**src/rtl/pci_par_pkg.sv**
```systemverilog
// Package: shared widths and the status flag type of the PCI parity unit.
// Assumes a 32-bit bus with one byte-enable line per byte lane.
package pci_par_pkg;
    parameter int AD_W  = 32;
    parameter int CBE_W = 4;

    typedef struct packed {
        logic det_perr;   // status bit 15
        logic sig_serr;   // status bit 14
    } par_sts_t;
endpackage

```
**src/rtl/pci_par_tree.sv**
```systemverilog
// Parity tree: folds AD and C/BE# into one even-parity bit.
// Each byte lane and its enable line form one partial sum; the lane sums
// are then combined. Assumes AD_W is a multiple of CBE_W.
module pci_par_tree #(
    parameter int AD_W  = pci_par_pkg::AD_W,
    parameter int CBE_W = pci_par_pkg::CBE_W
) (
    input  logic [AD_W-1:0]  ad,
    input  logic [CBE_W-1:0] cbe_n,
    output logic             par
);
    localparam int LANE_W = AD_W / CBE_W;

    logic [CBE_W-1:0] lane_par;

    // Per-lane partial parity over the lane's data bits and its enable line.
    for (genvar i = 0; i < CBE_W; i++) begin : g_lane
        assign lane_par[i] = ^{ad[i*LANE_W +: LANE_W], cbe_n[i]};
    end

    // Combine the lane sums.
    assign par = ^lane_par;
endmodule

```
**src/rtl/pci_par_front.sv**
```systemverilog
// Front end: registers the bus parity one clock and recognises bus phases.
// Assumes the bus is idle (FRAME# high) for at least one clock before each
// address phase.
module pci_par_front #(
    parameter int AD_W  = pci_par_pkg::AD_W,
    parameter int CBE_W = pci_par_pkg::CBE_W
) (
    input  logic             clk,
    input  logic             rst_n,
    input  logic [AD_W-1:0]  ad,
    input  logic [CBE_W-1:0] cbe_n,
    input  logic             frame_n,
    input  logic             irdy_n,
    input  logic             trdy_n,
    output logic             addr_phase,
    output logic             data_done,
    output logic             par_prev
);
    logic par_now;
    logic frame_q;

    pci_par_tree #(.AD_W(AD_W), .CBE_W(CBE_W)) u_tree (
        .ad    (ad),
        .cbe_n (cbe_n),
        .par   (par_now)
    );

    // Hold last clock's parity and FRAME# level.
    always_ff @(posedge clk) begin
        if (!rst_n) begin
            par_prev <= 1'b0;
            frame_q  <= 1'b1;
        end else begin
            par_prev <= par_now;
            frame_q  <= frame_n;
        end
    end

    // Address phase: first clock of FRAME# low; completion: both ready lines low.
    assign addr_phase = !frame_n && frame_q;
    assign data_done  = !irdy_n && !trdy_n;
endmodule

```
**src/rtl/pci_par_drive.sv**
```systemverilog
// PAR driver: decides in which clocks this device owns the PAR line.
// Assumes is_master and is_write stay steady through a transaction.
module pci_par_drive (
    input  logic clk,
    input  logic rst_n,
    input  logic addr_phase,
    input  logic irdy_n,
    input  logic trdy_n,
    input  logic is_master,
    input  logic is_write,
    input  logic par_prev,
    output logic par_out,
    output logic par_oe
);
    logic oe_q;

    // Enable PAR one clock after a phase whose bits this device drove.
    always_ff @(posedge clk) begin
        if (!rst_n) begin
            oe_q <= 1'b0;
        end else if (is_master) begin
            oe_q <= addr_phase || (is_write && !irdy_n);
        end else begin
            oe_q <= !is_write && !trdy_n;
        end
    end

    assign par_oe  = oe_q;
    assign par_out = par_prev;

    // A target receiving write data never drives PAR.
    assert_target_write_quiet_R4: assert property (@(posedge clk) disable iff (!rst_n)
        ($past(!is_master) && $past(is_write)) |-> !par_oe);

    // A master reading never drives PAR for data.
    assert_master_read_quiet_R4: assert property (@(posedge clk) disable iff (!rst_n)
        ($past(is_master) && $past(!is_write) && $past(!addr_phase)) |-> !par_oe);
endmodule

```
**src/rtl/pci_par_check.sv**
```systemverilog
// Parity checker: compares received PAR with last clock's bits, reports
// data errors on PERR# and target address errors on SERR#, and keeps
// the sticky status flags. Assumes par_in carries the other agent's parity
// for the previous clock.
module pci_par_check
    import pci_par_pkg::*;
(
    input  logic       clk,
    input  logic       rst_n,
    input  logic       addr_phase,
    input  logic       data_done,
    input  logic       is_master,
    input  logic       is_write,
    input  logic       special_cycle,
    input  logic       par_prev,
    input  logic       par_in,
    input  logic       perr_en,
    input  logic       serr_en,
    input  logic [1:0] status_clr,
    output logic       perr_n,
    output logic       serr_pull,
    output par_sts_t   sts
);
    logic addr_q;
    logic dchk_q;
    logic spec_q;
    logic perr_q;
    logic serr_q;
    logic mismatch;
    logic aerr;
    logic derr;

    // Mark which phases of last clock this device must check.
    always_ff @(posedge clk) begin
        if (!rst_n) begin
            addr_q <= 1'b0;
            dchk_q <= 1'b0;
            spec_q <= 1'b0;
        end else begin
            addr_q <= addr_phase && !is_master;
            dchk_q <= data_done && (is_master ^ is_write);
            spec_q <= special_cycle;
        end
    end

    // Compare received PAR against last clock's computed parity.
    assign mismatch = par_in ^ par_prev;
    assign aerr     = addr_q && mismatch;
    assign derr     = dchk_q && mismatch;

    // Report lines: one clock after the check, i.e. two after the phase.
    always_ff @(posedge clk) begin
        if (!rst_n) begin
            perr_q <= 1'b0;
            serr_q <= 1'b0;
        end else begin
            perr_q <= derr && perr_en && !spec_q;
            serr_q <= aerr && serr_en;
        end
    end

    // Sticky status flags; a new error outranks a same-clock clear.
    always_ff @(posedge clk) begin
        if (!rst_n) begin
            sts <= '0;
        end else begin
            if (aerr || derr)       sts.det_perr <= 1'b1;
            else if (status_clr[1]) sts.det_perr <= 1'b0;
            if (aerr && serr_en)    sts.sig_serr <= 1'b1;
            else if (status_clr[0]) sts.sig_serr <= 1'b0;
        end
    end

    assign perr_n    = !perr_q;
    assign serr_pull = serr_q;

    // PERR# only when reporting was enabled.
    assert_perr_needs_enable_R5: assert property (@(posedge clk) disable iff (!rst_n)
        !perr_n |-> $past(perr_en));

    // Never PERR# for a Special Cycle data phase.
    assert_perr_no_special_R6: assert property (@(posedge clk) disable iff (!rst_n)
        !perr_n |-> !$past(special_cycle, 2));

    // SERR# always leaves bit 14 set.
    assert_serr_sets_status_R7: assert property (@(posedge clk) disable iff (!rst_n)
        serr_pull |-> (sts.sig_serr && $past(serr_en)));

    // Any report implies bit 15.
    assert_report_sets_detect_R8: assert property (@(posedge clk) disable iff (!rst_n)
        (!perr_n || serr_pull) |-> sts.det_perr);

    // Bit 15 stays set unless cleared.
    assert_detect_sticky_R9: assert property (@(posedge clk) disable iff (!rst_n)
        ($past(sts.det_perr) && !$past(status_clr[1])) |-> sts.det_perr);
endmodule

```
**src/rtl/pci_parity_unit.sv**
```systemverilog
// Top: PCI parity generation and checking for a master/target device.
// Assumes the bus engine supplies steady role/direction flags per transaction
// and the command-register enables; drives only PAR, PERR# and SERR# controls.
module pci_parity_unit
    import pci_par_pkg::*;
#(
    parameter int AD_W  = pci_par_pkg::AD_W,
    parameter int CBE_W = pci_par_pkg::CBE_W
) (
    input  logic             clk,
    input  logic             rst_n,
    input  logic [AD_W-1:0]  ad,
    input  logic [CBE_W-1:0] cbe_n,
    input  logic             frame_n,
    input  logic             irdy_n,
    input  logic             trdy_n,
    input  logic             par_in,
    input  logic             is_master,
    input  logic             is_write,
    input  logic             special_cycle,
    input  logic             perr_en,
    input  logic             serr_en,
    input  logic [1:0]       status_clr,
    output logic             par_out,
    output logic             par_oe,
    output logic             perr_n,
    output logic             serr_pull,
    output logic             sts_det_perr,
    output logic             sts_sig_serr
);
    logic     addr_phase;
    logic     data_done;
    logic     par_prev;
    par_sts_t sts;

    pci_par_front #(.AD_W(AD_W), .CBE_W(CBE_W)) u_front (
        .clk        (clk),
        .rst_n      (rst_n),
        .ad         (ad),
        .cbe_n      (cbe_n),
        .frame_n    (frame_n),
        .irdy_n     (irdy_n),
        .trdy_n     (trdy_n),
        .addr_phase (addr_phase),
        .data_done  (data_done),
        .par_prev   (par_prev)
    );

    pci_par_drive u_drive (
        .clk        (clk),
        .rst_n      (rst_n),
        .addr_phase (addr_phase),
        .irdy_n     (irdy_n),
        .trdy_n     (trdy_n),
        .is_master  (is_master),
        .is_write   (is_write),
        .par_prev   (par_prev),
        .par_out    (par_out),
        .par_oe     (par_oe)
    );

    pci_par_check u_check (
        .clk           (clk),
        .rst_n         (rst_n),
        .addr_phase    (addr_phase),
        .data_done     (data_done),
        .is_master     (is_master),
        .is_write      (is_write),
        .special_cycle (special_cycle),
        .par_prev      (par_prev),
        .par_in        (par_in),
        .perr_en       (perr_en),
        .serr_en       (serr_en),
        .status_clr    (status_clr),
        .perr_n        (perr_n),
        .serr_pull     (serr_pull),
        .sts           (sts)
    );

    assign sts_det_perr = sts.det_perr;
    assign sts_sig_serr = sts.sig_serr;

    // Driven PAR makes last clock's AD, C/BE# and PAR even.
    assert_par_even_R1: assert property (@(posedge clk) disable iff (!rst_n)
        par_oe |-> (par_out == $past(^{ad, cbe_n})));

    // Reset leaves every report line quiet.
    assert_reset_quiet_R10: assert property (@(posedge clk)
        $past(!rst_n) |-> (!par_oe && perr_n && !serr_pull));
endmodule

```
**config.mk**
```make
export PLATFORM = sky130hd
export DESIGN_NAME = pci_parity_unit
export DESIGN_NICKNAME = d
export VERILOG_FILES = /design/src/rtl/pci_par_pkg.sv /design/src/rtl/pci_par_tree.sv /design/src/rtl/pci_par_front.sv /design/src/rtl/pci_par_drive.sv /design/src/rtl/pci_par_check.sv /design/src/rtl/pci_parity_unit.sv
export SDC_FILE = /design/constraint.sdc
export NUM_CORES = 1
export LEC_CHECK = 0
export ABC_AREA = 1
export ABC_CLOCK_PERIOD_IN_PS = 1000
export BUFFER_PORTS_ARGS = -buffer_cell sky130_fd_sc_hd__buf_2
export CORE_UTILIZATION = 40
export CTS_CLUSTER_SIZE = 8
export DETAILED_ROUTE_END_ITERATION = 7
export GPL_TIMING_DRIVEN = 0
export PLACE_DENSITY = 0.85
export SLEW_MARGIN = 20
export SYNTH_ARGS = -nofsm -noshare
export SYNTH_HDL_FRONTEND = slang
export SYNTH_HIERARCHICAL = 1
export SYNTH_SLANG_ARGS = --single-unit
export TNS_END_PERCENT = 20
```
**constraint.sdc**
```tcl
create_clock -name clk -period 1 [get_ports clk]
set_input_delay 0.1 -clock clk [delete_from_list [all_inputs] [get_ports clk]]
set_output_delay 0.1 -clock clk [all_outputs]
set_load 0.02 [all_outputs]
```
==> impl_metrics.env <==
export IMPL_fin_util_pct=62.8
export IMPL_tritoncts="yes"
export IMPL_r2r_end="u_check/sts[1]$_SDFFE_PN0P_"
export IMPL_drt_total_wl_mm=1.93
export IMPL_finalInstanceArea_um2=1420
export IMPL_vias=1100
export IMPL_htreeDepth=1
export IMPL_cp_start_kind="register"
export IMPL_syn_to_final_growth_pct=44.0
export IMPL_synth_top_family_by_area="simple AND/OR/NAND/NOR gates"
export IMPL_cpLargestDelayFamily="flip-flops"
export IMPL_antenna_left=0
export IMPL_r2r_cells=5
export IMPL_grt_remaining_overflow=0
export IMPL_drive_gt1_share_pct=43.9
export IMPL_syn_area_um2=983
export IMPL_grt_use_total_pct=14.5
export IMPL_rrSetupSlack_ns=0.22
export IMPL_crit_type="register to output port"
export IMPL_yosysUniqueCellTypes=17
export IMPL_initial_utilization_pct=43.6
export IMPL_ir_worst_vdd_mv=0.649
export IMPL_die_y_um=51.6
export IMPL_leakagePower_nw=0.876
export IMPL_slew_violations=0
export IMPL_synth_cells=170
export IMPL_rsz0062_at_grt="yes"
export IMPL_min_path_type="input pin to register"
export IMPL_rows=17
export IMPL_final_nets=278
export IMPL_finalHoldViolations=0
export IMPL_clock_root_buffer="clkbuf_4"
export IMPL_avgSynthCellArea_um2=5.78
export IMPL_worst_path_buf_inv=2
export IMPL_synth_xor_area_share_pct=17.8
export IMPL_io_pins=55
export IMPL_grt_max_degree=11
export IMPL_hold_start="frame_n"
export IMPL_sequentialPowerShare_pct=29.9
export IMPL_cpPeakStageDelay_ns=0.33
export IMPL_period_needed_ns=0.945
export IMPL_muxShareOfSynthArea_pct=0
export IMPL_path_cells="buf_4 > buf_2"
export IMPL_yosys_area_share_simple_pct=44.9
export IMPL_power_mw=1.47
export IMPL_switching_share_pct=35.5
export IMPL_antenna_found_initial=0
export IMPL_post_route_drc_count=0
export IMPL_post_dp_cell_area_um2=1290
export IMPL_final_setup_tns_ns=0
export IMPL_p_per_area_nw_per_um2=1030
export IMPL_first_iter_violations=7
export IMPL_setup_viol=0
export IMPL_dp_hpwl_mm=1.58
export IMPL_crit_fanout=3
export IMPL_combinationalPowerShare_pct=45.7
export IMPL_worstPathArrival_ns=0.85
export IMPL_wl_per_cell_um=7.52
export IMPL_numPortBuffers=54
export IMPL_die_w_um=51.6
export IMPL_status="completed"
export IMPL_clock_path_buffers=2
export IMPL_seq_area_frac_synth_pct=20.4
export IMPL_critPathRequiredTime_ns=0.90
export IMPL_coreArea_um2=2250
export IMPL_cts_made_buffers=3
export IMPL_hold_depth=3
export IMPL_clockPowerShare_pct=24.4
export IMPL_syn_num_nets=219
export IMPL_internal_power_uw=945
export IMPL_grt_pass1_wl_mm=2.95
export IMPL_cp_depth=2
export IMPL_worstSkewPairLatency_ns=0.26
export IMPL_clkTransAtPathRegs_ns=0.07
export IMPL_yosys_warnings=6
export IMPL_globalplace_congestion=0.600
export IMPL_endpoint_kind="output port"
export IMPL_finalCritPeriodShare_pct=94.5
export IMPL_antenna_cells=0
export IMPL_clock_skew_final_ns=0.00487
export IMPL_drtPass1Iterations=4
export IMPL_maxCapViolations=0
export IMPL_fmax_mhz=1060
export IMPL_clock_sinks=10
export IMPL_p_switching_uw=520
export IMPL_grt_pass1_vias=899
export IMPL_vias_per_cell=4.30
export IMPL_rr_startpoint="u_front/par_prev$_SDFF_PN0_"
export IMPL_cpMaxStageDelayCell="dfxtp_2"
export IMPL_hold_path_endpoint="u_front/frame_q$_SDFF_PN1_"
export IMPL_dieArea_um2=2660
export IMPL_synth_seq_cells=10
export IMPL_yosys_area_share_adder_pct=0
export IMPL_worstMarginPinSlew_ns=0.169
export IMPL_synth_compound_area_share_pct=2.42
export IMPL_max_slew_margin_pct=88.7
## area by class of cell
cell class	instances	area (um^2)
plain buffers	1	7.51
clock buffers	4	36.3
fillers	225	838
inverters	36	138
multi-input cells	123	703
flip-flops and latches	10	201
well taps	28	35.0
repair buffers	54	295
## worst register-to-register path, cell delays in order, from the launching register on
cell and delay [ns]:
dfxtp_2 0.34, nand2_1 0.08, nand3_2 0.10, nand3_2 0.07, nand2_1 0.06, inv_1 0.04
## sequential cells by signal, indices dropped and copies added, names as in the netlist
signal             cells
u_check/serr_pull      1
u_check/addr_q         1
u_check/dchk_q         1
u_front/par_prev       1
u_check/perr_q         1
u_check/spec_q         1
u_check/sts            2
u_front/frame_q        1
u_drive/par_oe         1
## synth_stat cells
library cell	instances	area, um^2
dfxtp_1	10	200
nor2_1	7	26.3
nand3b_1	1	7.51
nor2_2	1	6.26
o22ai_1	1	6.26
inv_1	33	124
inv_2	3	11.3
o211ai_1	1	7.51
o21ai_1	1	5.00
a21oi_1	1	5.00
nand3_2	3	30.0
xor2_1	12	105
xnor2_1	8	70.1
nand2_1	63	236
nand3_1	12	60.1
buf_4	1	7.51
nand2_2	12	75.1
## repair_timing
action                     CTS  global route
resized for setup            0            28
hold buffers                 0             0
setup endpoints to repair    0             2
setup buffers                0             0
## power groups by stage
stage	Sequential (mW)	Combinational, mW	Clock (mW)
global route	0.440	0.764	0.396
detailed placement	0.445	0.628	0
CTS	0.436	0.630	0.370
global placement	0.444	0.609	0
floorplan	0.451	0.432	0
finish	0.438	0.669	0.358
## layer usage
metal	vias to the layer above	wire length, um	part of all wire [%]	GRT usage [%]
li1	610	-	-	-
met1	454	760	39	13.2
met2	34	1060	55	30.5
met3	2	95	4.9	1.75
met4	0	14	0.73	6.76
met5	-	0	0	0
## through the flow
step	instances	hold WS, ns	setup WS (ns)
final	256	0.0255	0.0547
after global routing	256	0.0287	-0.0224
after CTS	256	0.0192	0.0258
after detailed placement	252	0.295	-0.164
after global placement	252	0.290	-0.132
after floorplan	170	0.169	0.0373
## kinds of logic after synthesis
| kind of cell | count (synthesis) |
|---|---|
| buffers and inverters | 37 |
| xor gates and xnor gates | 20 |
| AOI/OAI and AO/OA | 4 |
| and+or+nand+nor | 99 |
| DFF | 10 |
## placed cells by master (no fill, tap or decap)
master | netlist | final
o21ai_1 | 1 | 1
nand3b_1 | 1 | 1
a21oi_1 | 1 | 1
inv_4 | 0 | 1
dfxtp_1 | 10 | 9
xnor2_1 | 8 | 8
buf_6 | 0 | 4
nand3_1 | 12 | 8
buf_2 | 0 | 50
o22ai_1 | 1 | 1
nand2_4 | 0 | 1
nand2_2 | 12 | 20
inv_1 | 33 | 27
inv_2 | 3 | 8
nor2_1 | 7 | 7
nand2_1 | 63 | 54
nor2_2 | 1 | 1
xor2_1 | 12 | 10
nand3_2 | 3 | 7
xor2_2 | 0 | 2
o211ai_1 | 1 | 1
dfxtp_2 | 0 | 1
buf_4 | 1 | 1
clkbuf_8 | 0 | 1
clkbuf_4 | 0 | 3
## how the worst max path moves through the flow
stage | startpoint | endpoint | slack, ns
finish | u_front/par_prev$_SDFF_PN0_ | par_out | 0.05
global route | cbe_n[2] | u_front/par_prev$_SDFF_PN0_ | -0.02
CTS | u_front/par_prev$_SDFF_PN0_ | par_out | 0.03
detailed placement | cbe_n[0] | u_front/par_prev$_SDFF_PN0_ | -0.16
global placement | cbe_n[0] | u_front/par_prev$_SDFF_PN0_ | -0.13
floorplan | cbe_n[0] | u_front/par_prev$_SDFF_PN0_ | 0.04
(Power assumes the default switching activity.)
